==> src/rtl/dpot_i2c_slave.sv <==
module dpot_i2c_slave #(
  parameter logic [4:0] ADDR_HI    = 5'b00111,
  parameter logic [7:0] WIPER_INIT = 8'h80
) (
  input  logic       clk,
  input  logic       rst_n,
  input  logic       scl_i,
  input  logic       sda_i,
  input  logic [1:0] addr_sel_i,
  output logic       sda_pull_o,
  output logic [7:0] wiper_o,
  output logic [7:0] nvm_o,
  output logic       lock_o
);
  localparam logic [2:0] CMD_NOP = 3'b000, CMD_WR = 3'b001, CMD_STORE = 3'b010,
                         CMD_RESTORE = 3'b011, CMD_LOCK = 3'b100, CMD_RDNVM = 3'b110;

  typedef enum logic [2:0] {S_IDLE, S_ADDR, S_INSTR, S_DATA, S_READ} st_t;

  logic [2:0] scl_q, sda_q;
  logic [1:0] sel_q;
  logic       cap_q;
  st_t        st;
  logic [3:0] bitcnt;
  logic [7:0] shreg, wiper_q, nvm_q;
  logic [2:0] cmd_q;
  logic       lock_q, mack_q, pull_q;

  always_ff @(posedge clk or negedge rst_n)
    if (!rst_n) begin
      scl_q <= 3'b111;
      sda_q <= 3'b111;
    end else begin
      scl_q <= {scl_q[1:0], scl_i};
      sda_q <= {sda_q[1:0], sda_i};
    end

  logic scl_rise, scl_fall, start_det, stop_det;
  assign scl_rise  = scl_q[1] & ~scl_q[2];
  assign scl_fall  = ~scl_q[1] & scl_q[2];
  assign start_det = scl_q[1] & scl_q[2] & ~sda_q[1] & sda_q[2];
  assign stop_det  = scl_q[1] & scl_q[2] & sda_q[1] & ~sda_q[2];

  logic [6:0] my_addr;
  logic [7:0] rd_val;
  logic       instr_ok;
  assign my_addr  = {ADDR_HI, sel_q};
  assign rd_val   = (cmd_q == CMD_RDNVM) ? nvm_q : wiper_q;
  assign instr_ok = (shreg[4:0] == 5'd0);

  always_ff @(posedge clk or negedge rst_n)
    if (!rst_n) begin
      sel_q   <= 2'b00;
      cap_q   <= 1'b0;
      st      <= S_IDLE;
      bitcnt  <= 4'd0;
      shreg   <= 8'h00;
      wiper_q <= WIPER_INIT;
      nvm_q   <= WIPER_INIT;
      cmd_q   <= CMD_NOP;
      lock_q  <= 1'b0;
      mack_q  <= 1'b0;
      pull_q  <= 1'b0;
    end else begin
      if (!cap_q) begin
        sel_q <= addr_sel_i;
        cap_q <= 1'b1;
      end
      if (start_det) begin
        st     <= S_ADDR;
        bitcnt <= 4'd0;
        pull_q <= 1'b0;
      end else if (stop_det) begin
        st     <= S_IDLE;
        pull_q <= 1'b0;
      end else if (st != S_IDLE) begin
        if (scl_rise) begin
          if (bitcnt == 4'd8)    mack_q <= ~sda_q[1];
          else if (st != S_READ) shreg  <= {shreg[6:0], sda_q[1]};
          bitcnt <= bitcnt + 4'd1;
        end else if (scl_fall) begin
          if (bitcnt == 4'd8) begin
            pull_q <= 1'b1;
            case (st)
              S_ADDR:
                if (shreg[7:1] == my_addr) st <= shreg[0] ? S_READ : S_INSTR;
                else begin
                  pull_q <= 1'b0;
                  st     <= S_IDLE;
                end
              S_INSTR: begin
                st    <= S_DATA;
                cmd_q <= instr_ok ? shreg[7:5] : CMD_NOP;
                if (instr_ok && shreg[7:5] == CMD_STORE && !lock_q) nvm_q <= wiper_q;
                if (instr_ok && shreg[7:5] == CMD_RESTORE) wiper_q <= nvm_q;
              end
              S_DATA:
                if (cmd_q == CMD_WR && !lock_q) wiper_q <= shreg;
                else if (cmd_q == CMD_LOCK)     lock_q  <= shreg[0];
              S_READ: pull_q <= 1'b0;
              default: ;
            endcase
          end else if (bitcnt == 4'd9) begin
            bitcnt <= 4'd0;
            pull_q <= 1'b0;
            if (st == S_READ) begin
              if (mack_q) begin
                shreg  <= rd_val;
                pull_q <= ~rd_val[7];
              end else st <= S_IDLE;
            end
          end else if (st == S_READ) begin
            pull_q <= ~shreg[3'd7 - bitcnt[2:0]];
          end
        end
      end
    end

  assign sda_pull_o = pull_q;
  assign wiper_o    = wiper_q;
  assign nvm_o      = nvm_q;
  assign lock_o     = lock_q;


  sda_hold_chk: assert property (@(posedge clk) disable iff (!rst_n)
    (scl_q[1] && $past(scl_q[1])) |-> $stable(pull_q));

  idle_release_chk: assert property (@(posedge clk) disable iff (!rst_n)
    (st == S_IDLE) |-> !pull_q);

  pins_hold_chk: assert property (@(posedge clk) disable iff (!rst_n)
    (cap_q && $past(cap_q)) |-> $stable(sel_q));

  lock_nvm_chk: assert property (@(posedge clk) disable iff (!rst_n)
    (lock_q && $past(lock_q)) |-> $stable(nvm_q));

  bitcnt_range_chk: assert property (@(posedge clk) disable iff (!rst_n)
    bitcnt <= 4'd9);
endmodule

==> config.mk <==
export PLATFORM = sky130hd
export DESIGN_NAME = dpot_i2c_slave
export DESIGN_NICKNAME = d
export VERILOG_FILES = /design/src/rtl/dpot_i2c_slave.sv
export SDC_FILE = /design/constraint.sdc
export NUM_CORES = 1
export LEC_CHECK = 0
export BUFFER_PORTS_ARGS = -buffer_cell sky130_fd_sc_hd__buf_2
export CORE_ASPECT_RATIO = 1.2
export CORE_MARGIN = 3
export CORE_UTILIZATION = 45
export CTS_CLUSTER_SIZE = 8
export DETAILED_ROUTE_END_ITERATION = 16
export HOLD_SLACK_MARGIN = 0.08
export SLEW_MARGIN = 20
export SYNTH_ARGS = -nofsm -noshare
export SYNTH_HDL_FRONTEND = slang
export SYNTH_SLANG_ARGS = --single-unit
==> constraint.sdc <==
create_clock -name clk -period 3.2 [get_ports clk]
set_clock_uncertainty 0.15 [all_clocks]
set_input_delay 0.32 -clock clk [delete_from_list [all_inputs] [get_ports clk]]
set_output_delay 0.32 -clock clk [all_outputs]
set_load 0.01 [all_outputs]
==> flow_summary.ini, run 1 <==
[status]
status = complete, no violations

[clocking]
clk_path_buf_depth = 2
cts_buffers = 5
cts.sinks = 46
clk_pin_slew_worst_paths_ns = 0.08
cts_tree = yes
clock_latency_ns = 0.29
root_buffer = clkbuf_8
htreeDepth = 2
cts.repair.resized = 0

[sta]
drv_slew = 0
slew_headroom = 0.615
timing.setup.tns_ns = 0
period_minus_slack_ns = 2.67
hold_ws_ns = 0.104
finalHoldViolCount = 0
setup_viol = 0
worstMarginPinSlew_ns = 0.577
fin_crit_sh = 0.834
max_freq_mhz = 375
rsz0062_at_grt = no

[route]
dr_total_vias = 1735
avgViaCountPerCell = 5.54
drt_iter0_drc = 83
wl_per_cell_um = 16.1
wirelength_um = 5050
dr.pass1.iters = 4
remaining_drc_errors = 0
ant_nets = 0

[yosys]
yosysSeqAreaShare = 0.465
ys_top_cells_by_area = dfrtp_1 (38%), mux2_2 (16%), dfstp_2 (8.4%)
synth-main-ff-cell = dfrtp_1
yosys_register_bits = 46
synth_edf_count = 0
netlist_area_mm2 = 0.00250
yosys_warnings = 0
syn_inst = 223
synth.most_common_cell = dfrtp_1
yosys-top-cells-count = dfrtp_1 (38), mux2_2 (35), nand2_1 (21), o21ai_0 (14), inv_1 (11)
synth_nets = 235
synth_top_area_share = 0.381
synthArstFlopShare = 1.00
yosysUniqueCellTypes = 45
synth_area_per_cell_um2 = 11.2
synth.largest_area_cell = dfrtp_1

[critical_path]
r2r_start = bitcnt[1]
criticalPathCategory = flop to flop
cp_data_arrival_time_ns = 2.70
crit_required_ns = 3.23
cp-startpoint = bitcnt[1]
path_max_fanout = 10
critPathLaunchType = flop
worstRegToRegCells = 6
cp-end-kind = flop

[floorplan]
die_area_mm2 = 0.00648
start_util = 0.468
io_pins = 24
die_x_um = 74.0
coreArea_mm2 = 0.00533
die-height_um = 87.6
rows = 29

[grt]
grt_pass1_wl_um = 8530
gr-total-overflow = 0
grt_start_max_net_pins = 47
grt_usage = 0.171
met2_usage = 0.281
grt_pass1_vias = 1746
top_usage_layer = met2
met1_usage = 0.231
antenna_found_initial = 0
met3_usage = 0.0321

[job]
cap_violations = 0

[min_path]
whs_path_depth = 2
hp-start = addr_sel_i[1]
hold_path_class = input pin to flop

[pwr]
power_density_mw_per_mm2 = 374
p_leak_nw = 1.34
ir_drop_uv = 263

[layout]
drive_above_1_share = 0.331
multiInputGateArea_mm2 = 0.00126
diodes = 0
synthToLayoutAreaGrowth_pct = 11.9
layout.nets = 262
seq_area_mm2 = 0.00116
fin_util = 0.524
num-fill-cells = 469

[placed_design]
dpl.hpwl_um = 3500
place.gp.congestion = 0.819
portBuffers = 23
[what timing repair did]
| item | CTS | global route |
|---|---|---|
| setup buffers | 0 | 0 |
| hold buffers | 2 | 1 |
| hold endpoints to repair | 2 | 38 |
[metrics by stage]
| stage | worst slack, ns | instance area (µm²) | total power, W | instances |
|---|---|---|---|---|
| floorplan | 0.920 | 2500 | 0.000660 | 223 |
| global placement | 0.550 | 2670 | 0.000688 | 302 |
| detailed placement | 0.537 | 2670 | 0.000689 | 302 |
| CTS | 0.514 | 2780 | 0.00107 | 312 |
| global route | 0.408 | 2790 | 0.00110 | 313 |
| finish | 0.531 | 2790 | 0.00105 | 313 |
[layer usage]
metal	up-vias	routed length, µm
li1	854	-
met1	854	2350
met2	23	2530
met3	4	117
met4	0	46
met5	-	0
[sequential cells by signal (all words and copies together) (netlist names)]
signal	count
mack_q	1
shreg	8
lock_o	1
sda_q	3
wiper_o	8
cap_q	1
st	3
cmd_q	3
sda_pull_o	1
nvm_o	8
scl_q	3
bitcnt	4
sel_q	2
[worst max-delay path: stages (launching register included)]
cell and delay [ns]:
dfrtp_1 0.48, inv_1 0.14, ha_1 0.19, and2_1 0.33, and4_1 0.40, and4_1 0.49
mux2_2 0.39
[power breakdown]
part / switching [W] / internal [W] / leakage, nW
logic: 0.0000405 / 0.0000278 / 0.687
clock network: 0.000192 / 0.000174 / 0.0472
registers: 0.0000163 / 0.000595 / 0.607
total: 0.000249 / 0.000797 / 1.34
[cell usage in the layout (no fill, tap or decap), types with 2 or more instances in the layout]
cell,synthesis,layout
nand2b_1,4,4
dfstp_2,8,8
o21ai_0,14,14
buf_4,1,3
and4_1,2,2
and3_1,2,2
a31oi_1,3,3
clkbuf_8,0,6
dlygate4sd3_1,0,3
mux2_2,35,35
inv_1,11,11
nor2_1,4,4
mux2i_1,10,10
nand3_1,9,9
xnor2_1,3,3
nand3b_1,2,2
o31ai_1,2,2
dfrtp_1,38,38
a21oi_1,4,4
buf_2,3,22
nor3_1,6,6
nand4_1,3,3
nor2b_1,4,4
ha_1,6,6
a41oi_1,2,2
nand2_1,21,21
o21a_1,2,2
mux4_2,2,2
[cells by family after synthesis]
| logic type | Yosys count | synth area share |
|---|---|---|
| flip-flops | 46 | 0.465 |
| multiplexers | 47 | 0.216 |
| other | 1 | 0.00150 |
| AO/OA/AOI/OAI | 33 | 0.0882 |
| AND/OR/NAND/NOR | 67 | 0.153 |
| buffers and inverters | 19 | 0.0316 |
| XOR/XNOR | 4 | 0.0140 |
| adder cells (fa/ha/maj) | 6 | 0.0301 |
[layout make-up]
type,count,area share
Timing Repair Buffer,28,0.0582
Clock buffer,6,0.0296
Inverter,11,0.0148
Tap cell,62,0.0278
Multi-Input combinational cell,158,0.450
Clock inverter,2,0.00448
Sequential cell,46,0.416
[final timing paths]
check	end	slack [ns]
max	nvm_o[4]	0.53
min	sel_q[1]	0.10
max in group asynchronous	bitcnt[2]	2.09
min in group asynchronous	mack_q	0.42
max reg2reg	nvm_o[4]	0.53
min reg2reg	sda_q[1]	0.21
(Power assumes the default switching activity.)
==> inputs of run 2 (changes only) <==
==> constraint.sdc (replaced) <==
create_clock -name clk -period 2.5 [get_ports clk]
set_clock_uncertainty 0.15 [all_clocks]
set_input_delay 0.25 -clock clk [delete_from_list [all_inputs] [get_ports clk]]
set_output_delay 0.25 -clock clk [all_outputs]
set_load 0.01 [all_outputs]
==> run 2 against run 1 <==
  * Combinational power grew 48%
  * Worst setup slack lost 0.35 ns
  * Worst hold slack gained 0.11 ns
  * Via count grew 2.6%
  * Critical path type unchanged
  * Largest power group unchanged
==> flow_summary.ini, run 2 (synthesis gave the netlist of run 1 again) <==
[sta]
setup_viol = 0
rsz0062_at_grt = no
setup_slack_ns = 0.184
worstMarginPinSlew_ns = 0.564
period_minus_slack_ns = 2.32
timing.setup.tns_ns = 0
fin_crit_sh = 0.926
drv_slew = 0
hold_ws_ns = 0.210
finalHoldViolCount = 0
slew_headroom = 0.624
max_freq_mhz = 432

[layout]
final_cell_mix = dfrtp_1 (38), mux2_2 (35), buf_2 (23), nand2_1 (21), o21ai_0 (14)
multiInputGateArea_mm2 = 0.00126
instances_no_fill = 326
layout.nets = 275
drive_above_1_share = 0.352
layout_commonest_cell = dfrtp_1
num-fill-cells = 484
diodes = 0
seq_area_mm2 = 0.00116
synthToLayoutAreaGrowth_pct = 17.0

[grt]
antenna_found_initial = 0
grt_usage = 0.175
grt_pass1_vias = 1774
grt_pass1_wl_um = 8690
grt_start_max_net_pins = 47
gr-total-overflow = 0

[clocking]
clock_latency_ns = 0.29
clk_pin_slew_worst_paths_ns = 0.09
cts.sinks = 46
cts_buffers = 5
clk_path_buf_depth = 2
htreeDepth = 2
root_buffer = clkbuf_8
cts_tree = yes
post_cts_buffers = 0
cts.repair.resized = 0

[floorplan]
rows = 29
coreArea_mm2 = 0.00533
start_util = 0.468
die_x_um = 74.0
die_area_mm2 = 0.00648
die-height_um = 87.6
io_pins = 24

[pwr]
power_frac_clock = 0.383
p_leak_nw = 1.42
power_density_mw_per_mm2 = 487
totalPowerFinal_w = 0.00142
p_sw_w = 0.000320
cell_internal_pwr_w = 0.00110
ir_drop_uv = 378
seqPwrFrac = 0.546
p_comb_frac = 0.071
power_switching_share = 0.225

[route]
remaining_drc_errors = 0
avgViaCountPerCell = 5.46
dr.pass1.iters = 4
wirelength_um = 5130
dr_total_vias = 1780
ant_nets = 0
drt_iter0_drc = 96
wl_per_cell_um = 15.7

[critical_path]
worstRegToRegCells = 6
path_max_fanout = 8
crit_required_ns = 2.53
r2r_slack_ns = 0.18
r2r_start = shreg[4]
reg2reg_to = wiper_o[0]
criticalPathCategory = flop to flop
cp-end-kind = flop
cp_data_arrival_time_ns = 2.35
critPathLaunchType = flop

[job]
cap_violations = 0

[min_path]
whs_path_depth = 0
hp-start = sda_q[0]
hold_path_class = flop to flop
min_to = sda_q[1]

[placed_design]
portBuffers = 23
pre_cts_slack_ns = 0.190
place.gp.congestion = 0.767
dpl.hpwl_um = 3710
placed_cells = 313

[status]
status = complete, no violations
-- run 2: metrics by stage --
stage / util / instance area, µm²
final: 0.548 / 2920
after global routing: 0.548 / 2920
after global placement: 0.518 / 2760
after floorplan: - / 2500
after CTS: 0.548 / 2920
after detailed placement: 0.518 / 2760
-- run 2: critical path: stages (launching register included) --
cell      delay (ns)
dfrtp_1         0.45
or4_4           0.55
nor2_4          0.16
nand3_4         0.09
a211oi_4        0.24
buf_4           0.21
mux2_2          0.35
-- run 2: power by group through the flow --
stage	Clock, W	Sequential, W	Combinational [W]
final	0.000544	0.000777	0.000101
after global routing	0.000594	0.000779	0.000117
after CTS	0.000568	0.000777	0.000104
after detailed placement	0	0.000791	0.0000976
after global placement	0	0.000791	0.0000965
after floorplan	0	0.000788	0.0000562
-- run 2: repair_timing --
item	CTS	global route
hold buffers	5	0
setup endpoints to repair	0	0
hold endpoints to repair	42	0
-- run 2: routing by layer --
layer | up-vias | GRT usage | share of wire
li1 | 879 | - | -
met1 | 872 | 0.237 | 0.47
met2 | 23 | 0.289 | 0.50
met3 | 6 | 0.0299 | 0.027
met4 | 0 | 0.0511 | 0.0066
met5 | - | 0 | 0
-- run 2: cell type report --
| class | instances | area share |
|---|---|---|
| timing repair buffer | 41 | 0.0942 |
| multi-input combinational | 158 | 0.430 |
| clock buffer | 6 | 0.0248 |
| inverter | 11 | 0.0141 |
| sequential | 46 | 0.397 |
| tap | 62 | 0.0266 |
| clock inverter | 2 | 0.0128 |
-- run 2: worst max-delay path by stage --
stage                      end      start  cells past startpoint  slack [ns]
floorplan             nvm_o[0]  bitcnt[1]                      9        0.22
global placement    wiper_o[4]   shreg[4]                      6        0.19
detailed placement  wiper_o[4]   shreg[4]                      6        0.19
CTS                 wiper_o[3]   shreg[4]                      6        0.17
global route          shreg[0]  bitcnt[1]                      7        0.04
finish              wiper_o[0]   shreg[4]                      6        0.18
